[src/rtl/pic_pkg.sv]
package pic_pkg;
  typedef enum logic [2:0] {
    SEQ_IDLE  = 3'd0,
    SEQ_W2    = 3'd1,
    SEQ_W3    = 3'd2,
    SEQ_W4    = 3'd3,
    SEQ_READY = 3'd4
  } seq_state_e;

  localparam int START_BIT  = 4;
  localparam int FLAG_W4    = 0;
  localparam int FLAG_SNGL  = 1;
  localparam int FLAG_ADI   = 2;
  localparam int MODE_UPM   = 0;
endpackage

[src/rtl/pic_seq_fsm.sv]
module pic_seq_fsm
  import pic_pkg::*;
(
  input  logic       clk,
  input  logic       rst_n,
  input  logic       start_hit,
  input  logic       odd_wr,
  input  logic       single_q,
  input  logic       w4_q,
  output seq_state_e state
);
  seq_state_e state_d;
  logic       state_en;

  always_comb begin
    state_d = state;
    if (start_hit) begin
      state_d = SEQ_W2;
    end else if (odd_wr) begin
      unique case (state)
        SEQ_W2:  state_d = !single_q ? SEQ_W3 : (w4_q ? SEQ_W4 : SEQ_READY);
        SEQ_W3:  state_d = w4_q ? SEQ_W4 : SEQ_READY;
        SEQ_W4:  state_d = SEQ_READY;
        default: state_d = state;
      endcase
    end
  end

  assign state_en = start_hit | odd_wr;

  always_ff @(posedge clk or negedge rst_n) begin
    if (!rst_n)        state <= SEQ_IDLE;
    else if (state_en) state <= state_d;
  end

  AST_START_RESTARTS: assert property (@(posedge clk) disable iff (!rst_n)
    start_hit |=> state == SEQ_W2);
  AST_W3_ONLY_CASCADE: assert property (@(posedge clk) disable iff (!rst_n)
    state == SEQ_W3 |-> !single_q);
  AST_W4_ONLY_FLAGGED: assert property (@(posedge clk) disable iff (!rst_n)
    state == SEQ_W4 |-> w4_q);
endmodule

[src/rtl/pic_cfg_bank.sv]
module pic_cfg_bank
  import pic_pkg::*;
#(
  parameter int DW   = 8,
  parameter int IDXW = 3
) (
  input  logic            clk,
  input  logic            rst_n,
  input  seq_state_e      state,
  input  logic            start_hit,
  input  logic            odd_wr,
  input  logic [DW-1:0]   wdata,
  output logic [DW-1:0]   base_q,
  output logic [DW-1:0]   casc_q,
  output logic [IDXW-1:0] sid_q,
  output logic            single_q,
  output logic            adi_q,
  output logic            w4_q,
  output logic            upm_q,
  output logic [DW-1:0]   imr_q
);
  localparam logic [IDXW-1:0] SID_DEFAULT = '1;

  logic            base_en, casc_en, mode_en, imr_en, flags_en;
  logic [DW-1:0]   imr_d;
  logic [IDXW-1:0] sid_d;
  logic            upm_d;

  always_comb begin
    flags_en = start_hit;
    base_en  = odd_wr && (state == SEQ_W2);
    casc_en  = odd_wr && (state == SEQ_W3);
    mode_en  = start_hit || (odd_wr && (state == SEQ_W4));
    imr_en   = start_hit || (odd_wr && (state == SEQ_READY));
    imr_d    = start_hit ? '0 : wdata;
    sid_d    = start_hit ? SID_DEFAULT : wdata[IDXW-1:0];
    upm_d    = start_hit ? 1'b0 : wdata[MODE_UPM];
  end

  always_ff @(posedge clk or negedge rst_n) begin
    if (!rst_n) begin
      single_q <= 1'b0;
      adi_q    <= 1'b0;
      w4_q     <= 1'b0;
    end else if (flags_en) begin
      single_q <= wdata[FLAG_SNGL];
      adi_q    <= wdata[FLAG_ADI];
      w4_q     <= wdata[FLAG_W4];
    end
  end

  always_ff @(posedge clk or negedge rst_n) begin
    if (!rst_n)       base_q <= '0;
    else if (base_en) base_q <= wdata;
  end

  always_ff @(posedge clk or negedge rst_n) begin
    if (!rst_n)       casc_q <= '0;
    else if (casc_en) casc_q <= wdata;
  end

  always_ff @(posedge clk or negedge rst_n) begin
    if (!rst_n)                    sid_q <= SID_DEFAULT;
    else if (casc_en || start_hit) sid_q <= sid_d;
  end

  always_ff @(posedge clk or negedge rst_n) begin
    if (!rst_n)       upm_q <= 1'b0;
    else if (mode_en) upm_q <= upm_d;
  end

  always_ff @(posedge clk or negedge rst_n) begin
    if (!rst_n)      imr_q <= '0;
    else if (imr_en) imr_q <= imr_d;
  end

  AST_MASK_CLEARED: assert property (@(posedge clk) disable iff (!rst_n)
    start_hit |=> imr_q == '0);
  AST_MASK_FROZEN: assert property (@(posedge clk) disable iff (!rst_n)
    (state != SEQ_READY && !start_hit) |=> $stable(imr_q));
  AST_UPM_GUARD: assert property (@(posedge clk) disable iff (!rst_n)
    (!start_hit && !(odd_wr && state == SEQ_W4)) |=> $stable(upm_q));
endmodule

[src/rtl/pic_prio_resolver.sv]
module pic_prio_resolver #(
  parameter int NIRQ = 8,
  parameter int DW   = 8,
  localparam int IDXW = $clog2(NIRQ)
) (
  input  logic            clk,
  input  logic            rst_n,
  input  logic            enable,
  input  logic [NIRQ-1:0] irq_in,
  input  logic [NIRQ-1:0] mask,
  input  logic [DW-1:0]   base,
  output logic            req,
  output logic [DW-1:0]   vector
);
  logic [NIRQ-1:0] live;
  logic [IDXW-1:0] win;

  for (genvar g = 0; g < NIRQ; g++) begin : g_live
    assign live[g] = irq_in[g] & ~mask[g];
  end

  always_comb begin
    win = '0;
    for (int i = NIRQ - 1; i >= 0; i--) begin
      if (live[i]) win = IDXW'(i);
    end
  end

  assign req    = enable & (|live);
  assign vector = {base[DW-1:IDXW], win};

  AST_NO_REQ_IN_SETUP: assert property (@(posedge clk) disable iff (!rst_n)
    !enable |-> !req);
  AST_WINNER_LIVE: assert property (@(posedge clk) disable iff (!rst_n)
    req |-> (irq_in[win] && !mask[win]));
endmodule

[src/rtl/pic_init_seq.sv]
module pic_init_seq
  import pic_pkg::*;
#(
  parameter int NIRQ = 8,
  localparam int DW   = 8,
  localparam int IDXW = $clog2(NIRQ)
) (
  input  logic            clk,
  input  logic            rst_n,
  input  logic            wr_en,
  input  logic            rd_en,
  input  logic            addr,
  input  logic [DW-1:0]   wdata,
  output logic [DW-1:0]   rdata,
  input  logic [NIRQ-1:0] irq_in,
  output logic            init_done,
  output logic [DW-1:0]   vector_base,
  output logic [DW-1:0]   cascade_cfg,
  output logic [IDXW-1:0] slave_id,
  output logic            single_mode,
  output logic            addr_interval,
  output logic            w4_needed,
  output logic            upm_mode,
  output logic [NIRQ-1:0] imr,
  output logic            int_req,
  output logic [DW-1:0]   vector
);
  seq_state_e state;
  logic       start_hit, odd_wr;

  assign start_hit = wr_en & ~addr & wdata[START_BIT];
  assign odd_wr    = wr_en & addr;

  pic_seq_fsm u_fsm (
    .clk       (clk),
    .rst_n     (rst_n),
    .start_hit (start_hit),
    .odd_wr    (odd_wr),
    .single_q  (single_mode),
    .w4_q      (w4_needed),
    .state     (state)
  );

  pic_cfg_bank #(.DW(DW), .IDXW(IDXW)) u_cfg (
    .clk       (clk),
    .rst_n     (rst_n),
    .state     (state),
    .start_hit (start_hit),
    .odd_wr    (odd_wr),
    .wdata     (wdata),
    .base_q    (vector_base),
    .casc_q    (cascade_cfg),
    .sid_q     (slave_id),
    .single_q  (single_mode),
    .adi_q     (addr_interval),
    .w4_q      (w4_needed),
    .upm_q     (upm_mode),
    .imr_q     (imr)
  );

  assign init_done = (state == SEQ_READY);
  assign rdata     = (rd_en && addr) ? imr : '0;

  pic_prio_resolver #(.NIRQ(NIRQ), .DW(DW)) u_res (
    .clk    (clk),
    .rst_n  (rst_n),
    .enable (init_done),
    .irq_in (irq_in),
    .mask   (imr),
    .base   (vector_base),
    .req    (int_req),
    .vector (vector)
  );

  AST_OTHER_CMD_IGNORED: assert property (@(posedge clk) disable iff (!rst_n)
    (wr_en && !addr && !wdata[START_BIT]) |=> ($stable(init_done) && $stable(imr)));
endmodule

[config.mk]
export PLATFORM = sky130hd
export DESIGN_NAME = pic_init_seq
export DESIGN_NICKNAME = d
export VERILOG_FILES = /design/src/rtl/pic_pkg.sv /design/src/rtl/pic_seq_fsm.sv /design/src/rtl/pic_cfg_bank.sv /design/src/rtl/pic_prio_resolver.sv /design/src/rtl/pic_init_seq.sv
export SDC_FILE = /design/constraint.sdc
export NUM_CORES = 1
export LEC_CHECK = 0
export ABC_AREA = 1
export ABC_CLOCK_PERIOD_IN_PS = 3000
export BUFFER_PORTS_ARGS = -buffer_cell sky130_fd_sc_hd__buf_4
export CAP_MARGIN = 20
export CORE_MARGIN = 4
export CORE_UTILIZATION = 45
export DETAILED_ROUTE_END_ITERATION = 12
export PLACE_DENSITY_LB_ADDON = 0.1
export SLEW_MARGIN = 20
export SYNTH_ARGS = -nofsm -noshare
export SYNTH_HDL_FRONTEND = slang
export SYNTH_HIERARCHICAL = 1
export SYNTH_SLANG_ARGS = --single-unit
export TNS_END_PERCENT = 5
[constraint.sdc]
create_clock -name clk -period 3 [get_ports clk]
set_input_delay 0.3 -clock clk [delete_from_list [all_inputs] [get_ports clk]]
set_output_delay 0.3 -clock clk [all_outputs]
set_load 0.05 [all_outputs]
# [Yosys cells after proc, flatten, opt, wreduce, memory -nomap -nowiden]
# Cells that the tools add are included.
[word_totals] inputBits=21 output_inout_bits=49 elab_cells=64 register_bits=34
[classes] bitwise=22 n_reduce_logical=12 n_mux=17 eq_ne=4
[ops] cell="3-bit two-way mux" count=13
[ops] cell="8-bit two-way mux" count=2
[ops] cell="1-bit AND" count=12
[ops] cell="1-bit NOT" count=9
[ops] cell="3-bit one-hot mux with 3 select lines" count=1
[ops] cell="8-bit OR reduction" count=1
[ops] cell="3-bit by 2-bit equality test with 1-bit output (second input constant)" count=2
[ops] cell="1-bit logical AND" count=5
[ops] cell="4-bit nonzero test" count=1
[ops] cell="3-bit by 1-bit equality test with 1-bit output (second input constant)" count=1
[ops] cell="3-bit equality test (second input constant)" count=1
[ops] cell="1-bit logical OR" count=3
[ops] cell="3-bit AND reduction" count=1
[ops] cell="2-bit nonzero test" count=1
[ops] cell="1-bit two-way mux" count=1
[ops] cell="1-bit OR" count=1

# [Logic depth before layout (Yosys ltp)]
[logic_depth] word_depth=10 ltp_mapped=9 depth_no_buf=8

# [Cells and area by module]
# Netlist, hierarchy kept.
[by_module_without_submodules] module="pic_cfg_bank" instances=1 cells_per_inst=144 area_per_inst_um2=1341.3
[by_module_without_submodules] module="pic_prio_resolver" instances=1 cells_per_inst=37 area_per_inst_um2=200.2
[by_module_without_submodules] module="pic_seq_fsm" instances=1 cells_per_inst=29 area_per_inst_um2=191.4
[by_module_without_submodules] module="pic_init_seq" instances=1 cells_per_inst=24 area_per_inst_um2=92.6

# [Worst setup path before layout]
# OpenSTA, ideal clock, no wires.
[synth_timing] kind="register -> output" from="register u_fsm.state[0]" to="output port int_req" path_stages_with_launch=5 arrival_ns=2.163 slack_ns=0.537 cell_sequence="dfrtp_1 > inv_1 > nand2_1 > nor2_1 > a21boi_1"
[synth_between] elab_chain_cells=2
[synth_rtl] element="start: declaration" line="pic_seq_fsm.sv:10" text="output seq_state_e state"
[synth_rtl] element="start signal: assignment" line="pic_seq_fsm.sv:33" text="else if (state_en) state <= state_d;"
[synth_rtl] element="3-bit equality test" line="pic_init_seq.sv:61" text="assign init_done = (state == SEQ_READY);"
[synth_rtl] element="via init_done" line="pic_init_seq.sv:16" text="output logic init_done,"
[synth_rtl] element="1-bit AND" line="pic_prio_resolver.sv:29" text="assign req = enable & (|live);"
[synth_rtl] element="end: declaration" line="pic_init_seq.sv:25" text="output logic int_req,"
# The timed path passes the listed nets, and every way through them passes these cells.

# [Worst setup path in the final report]
[layout_timing] from="register u_fsm.state[0]" to="output port int_req"
[layout_between] elab_chain_cells=2
[layout_rtl] element="3-bit equality test" line="pic_init_seq.sv:61"
[layout_rtl] element="1-bit AND" line="pic_prio_resolver.sv:29"
# No other way between the ends.

==> metrics.cfg <==
[pwr]
p_per_area_mw_per_mm2=1160
p_sw_mw=1.45
leakage_nw=1.37
netSwitchingFraction_pct=50.5
clock_power_share_pct=18.2
p_seq_share_pct=28.4
ir_drop_uv=560
internal-power_mw=1.42
p_comb_share_pct=53.4

[logic_synthesis]
yosys.cell_types.count=25
yosysSeqAreaShare_pct=46.8
syn_area_mm2=0.00183
syn_area_per_cell_um2=7.80
netlist.area_leader.share_pct=42.5
synth_nets=255
synth_warnings=6
synth_largest_area_cell=dfrtp_1
postSynthCellCount=234
yosys-top-cells-area=dfrtp_1 42%, nand2_1 17%, nand3_1 6.0%
ys_ff_latch=34

[worst_hold_path]
hold_path.startpoint=wdata[2]
whs_path_depth=3
min_to=u_cfg/adi_q
hold_path.class=in2reg

[drt]
wirelength_um=4530
antenna_left=0
drt_first_pass_iters=6
vias_per_cell=4.90
post_drt_wl_per_cell_um=13.0
drtIter0Drc=104
drcViolationCount=0
via_count=1710

[placed_design]
placed_area_mm2=0.00232
portBuffers=69
gp_congestion=0.817
hpwl_um=3250

[worst_setup_path]
crit_path_end_kind=output pin
path_delay_family=flip-flops
worstSetupPathType=reg2out
r2r_slack_ns=1.30
cp_max_fo=16
path_buf_inv=2
cp_slowest_cell=dfrtp_1
startpoint=u_fsm/state[0]
cp_data_arrival_time_ns=1.67
r2r-end=u_cfg/casc_q[4]
path_cells=inv_1 -> nand2_1 -> nor2_1 -> a21boi_1 -> buf_4
ff2ff_path_depth=4
crit_path_max_incr_delay_ns=0.64
r2r-start=u_fsm/state[2]
required_ns=2.70
startpoint_type=register

[global_routing]
antenna_found_initial=0
track_usage_pct=18.3
grt.busiest_layer=met1
use_met2_pct=25.9
grt_pass1_wl_um=7440
met3_usage_pct=5.75
grt_max_degree=35
use_met1_pct=26.1
grt_overflow=0
grt_pass1_vias=1489

[sta]
final_max_slew_viol_count=0
grt_setup_unrepaired=no
tns_ns=0
setup_viol=0
finalHoldViolations=0
fin_skew_ns=0.00475
max_slew_margin_pct=47.4
worst_slew_pin_slew_ns=0.788
period_share_pct=65.6
fin_crit_ns=1.97
max_freq_mhz=508

[cells_and_area]
final_area_mm2=0.00247
antenna_cells=0
drive_above_1_share_pct=32.9
nets=321
area_growth_pct=35.2

[clocking]
clock_path_buffers=2
cts_sinks=34
worstSkewPairLatency_ns=0.29
cts_max_level=2
cts_tree=yes
cts_resized=0
cts_made_buffers=5
clkSlewWorstSetupHoldPaths_ns=0.07
clockRootBuffer=clkbuf_8

[die]
die_h_um=71.7
start_util_pct=48.1
ioPinCount=70
core-area_mm2=0.00380
die_x_um=71.7
rows=22
die_area_mm2=0.00514

[run_status]
run_status=complete, no violations

[job]
maxCapViolations=0

Yosys cell counts:
cell and count:
nand2_1 83, dfrtp_1 31, inv_1 24, nand3_1 22, nand4_1 17, nor2_1 17, buf_4 6, nand2_2 4
nand2_4 4, nor2_2 4, buf_6 3, dfstp_2 3, inv_2 3, o21ai_1 2, a21boi_1 1, a21oi_1 1
a21oi_2 1, a31oi_1 1, buf_1 1, buf_2 1, clkinv_1 1, nand3_4 1, nor2_4 1, nor2_8 1
nor3_1 1
through the flow:
| step | setup WS [ns] | utilization (%) | hold WS [ns] | total power, mW | cells |
|---|---|---|---|---|---|
| 2_1_floorplan | 0.537 | - | 0.00441 | 1.95 | 234 |
| 3_3_place_gp | 1.23 | 61.0 | 0.281 | 2.35 | 340 |
| 3_5_place_dp | 1.22 | 61.0 | 0.279 | 2.36 | 340 |
| 4_1_cts | 1.01 | 65.0 | 0.259 | 2.89 | 349 |
| 5_1_grt | 0.910 | 65.0 | 0.285 | 3.02 | 349 |
| 6_report | 1.03 | 65.0 | 0.274 | 2.87 | 349 |
cells by family (layout without fill, tap and decap cells):
kind of cell / Yosys count / in the layout / synth area share [%]
compound gates: 6 / 6 / 2.06
buf+inv: 39 / 106 / 10.6
flops: 34 / 34 / 46.8
simple gates: 155 / 155 / 40.6
worst max-delay path by stage:
stage / cells after the start / endpoint
2_1_floorplan: 4 / int_req
3_3_place_gp: 8 / u_cfg/sid_q[0]
3_5_place_dp: 8 / u_cfg/casc_q[4]
4_1_cts: 5 / int_req
5_1_grt: 5 / int_req
6_report: 5 / int_req
cell usage in the layout, fill, tap and decap left out, types with 2 or more instances in the layout:
cell       synthesis  final
o21ai_1            2      2
inv_2              3      3
nand4_1           17     17
dfstp_2            3      3
nand3_1           22     22
clkbuf_8           0      6
nor2_1            17     17
bufinv_16          0      2
buf_4              6     69
nor2_2             4      4
inv_1             24     24
dfrtp_1           31     31
nand2_1           83     83
nand2_2            4      4
nand2_4            4      4
layout make-up:
cell class | instances | area, um2
repair buffers | 70 | 528
flip-flops and latches | 34 | 855
well taps | 48 | 60.1
fillers | 351 | 1330
clock buffers | 6 | 82.6
clock inverters | 2 | 60.1
multi-input cells | 161 | 778
inverters | 28 | 105
power by group through the flow:
| stage | Clock [mW] | Sequential [mW] | Combinational [mW] |
|---|---|---|---|
| finish | 0.523 | 0.814 | 1.53 |
| global route | 0.550 | 0.845 | 1.62 |
| CTS | 0.534 | 0.816 | 1.54 |
| detailed placement | 0 | 0.822 | 1.54 |
| global placement | 0 | 0.823 | 1.53 |
| floorplan | 0 | 1.33 | 0.613 |
state kept, by name, summed over array words and instances (netlist names):
register / cells
u_fsm/state: 3
u_cfg/imr_q: 8
u_cfg/adi_q: 1
u_cfg/sid_q: 3
u_cfg/base_q: 8
u_cfg/upm_q: 1
u_cfg/casc_q: 8
u_cfg/w4_q: 1
u_cfg/single_q: 1
worst min-delay path, cell delays in order:
cell,delay (ns)
buf_4,0.12
nand2_1,0.05
nand2_1,0.06
per-layer routing:
layer  up-vias  part of all wire, %
li1        873                    -
met1       780                   47
met2        51                   45
met3         6                  7.0
met4         0                  1.4
met5         -                    0
timing repair:
action                                  in CTS  in global routing
endpoints found under the hold margin       31                  0
hold buffers                                 1                  0
endpoints found under the setup margin       0                  0
setup buffers                                0                  0
Power figures use the tool's default switching activity.
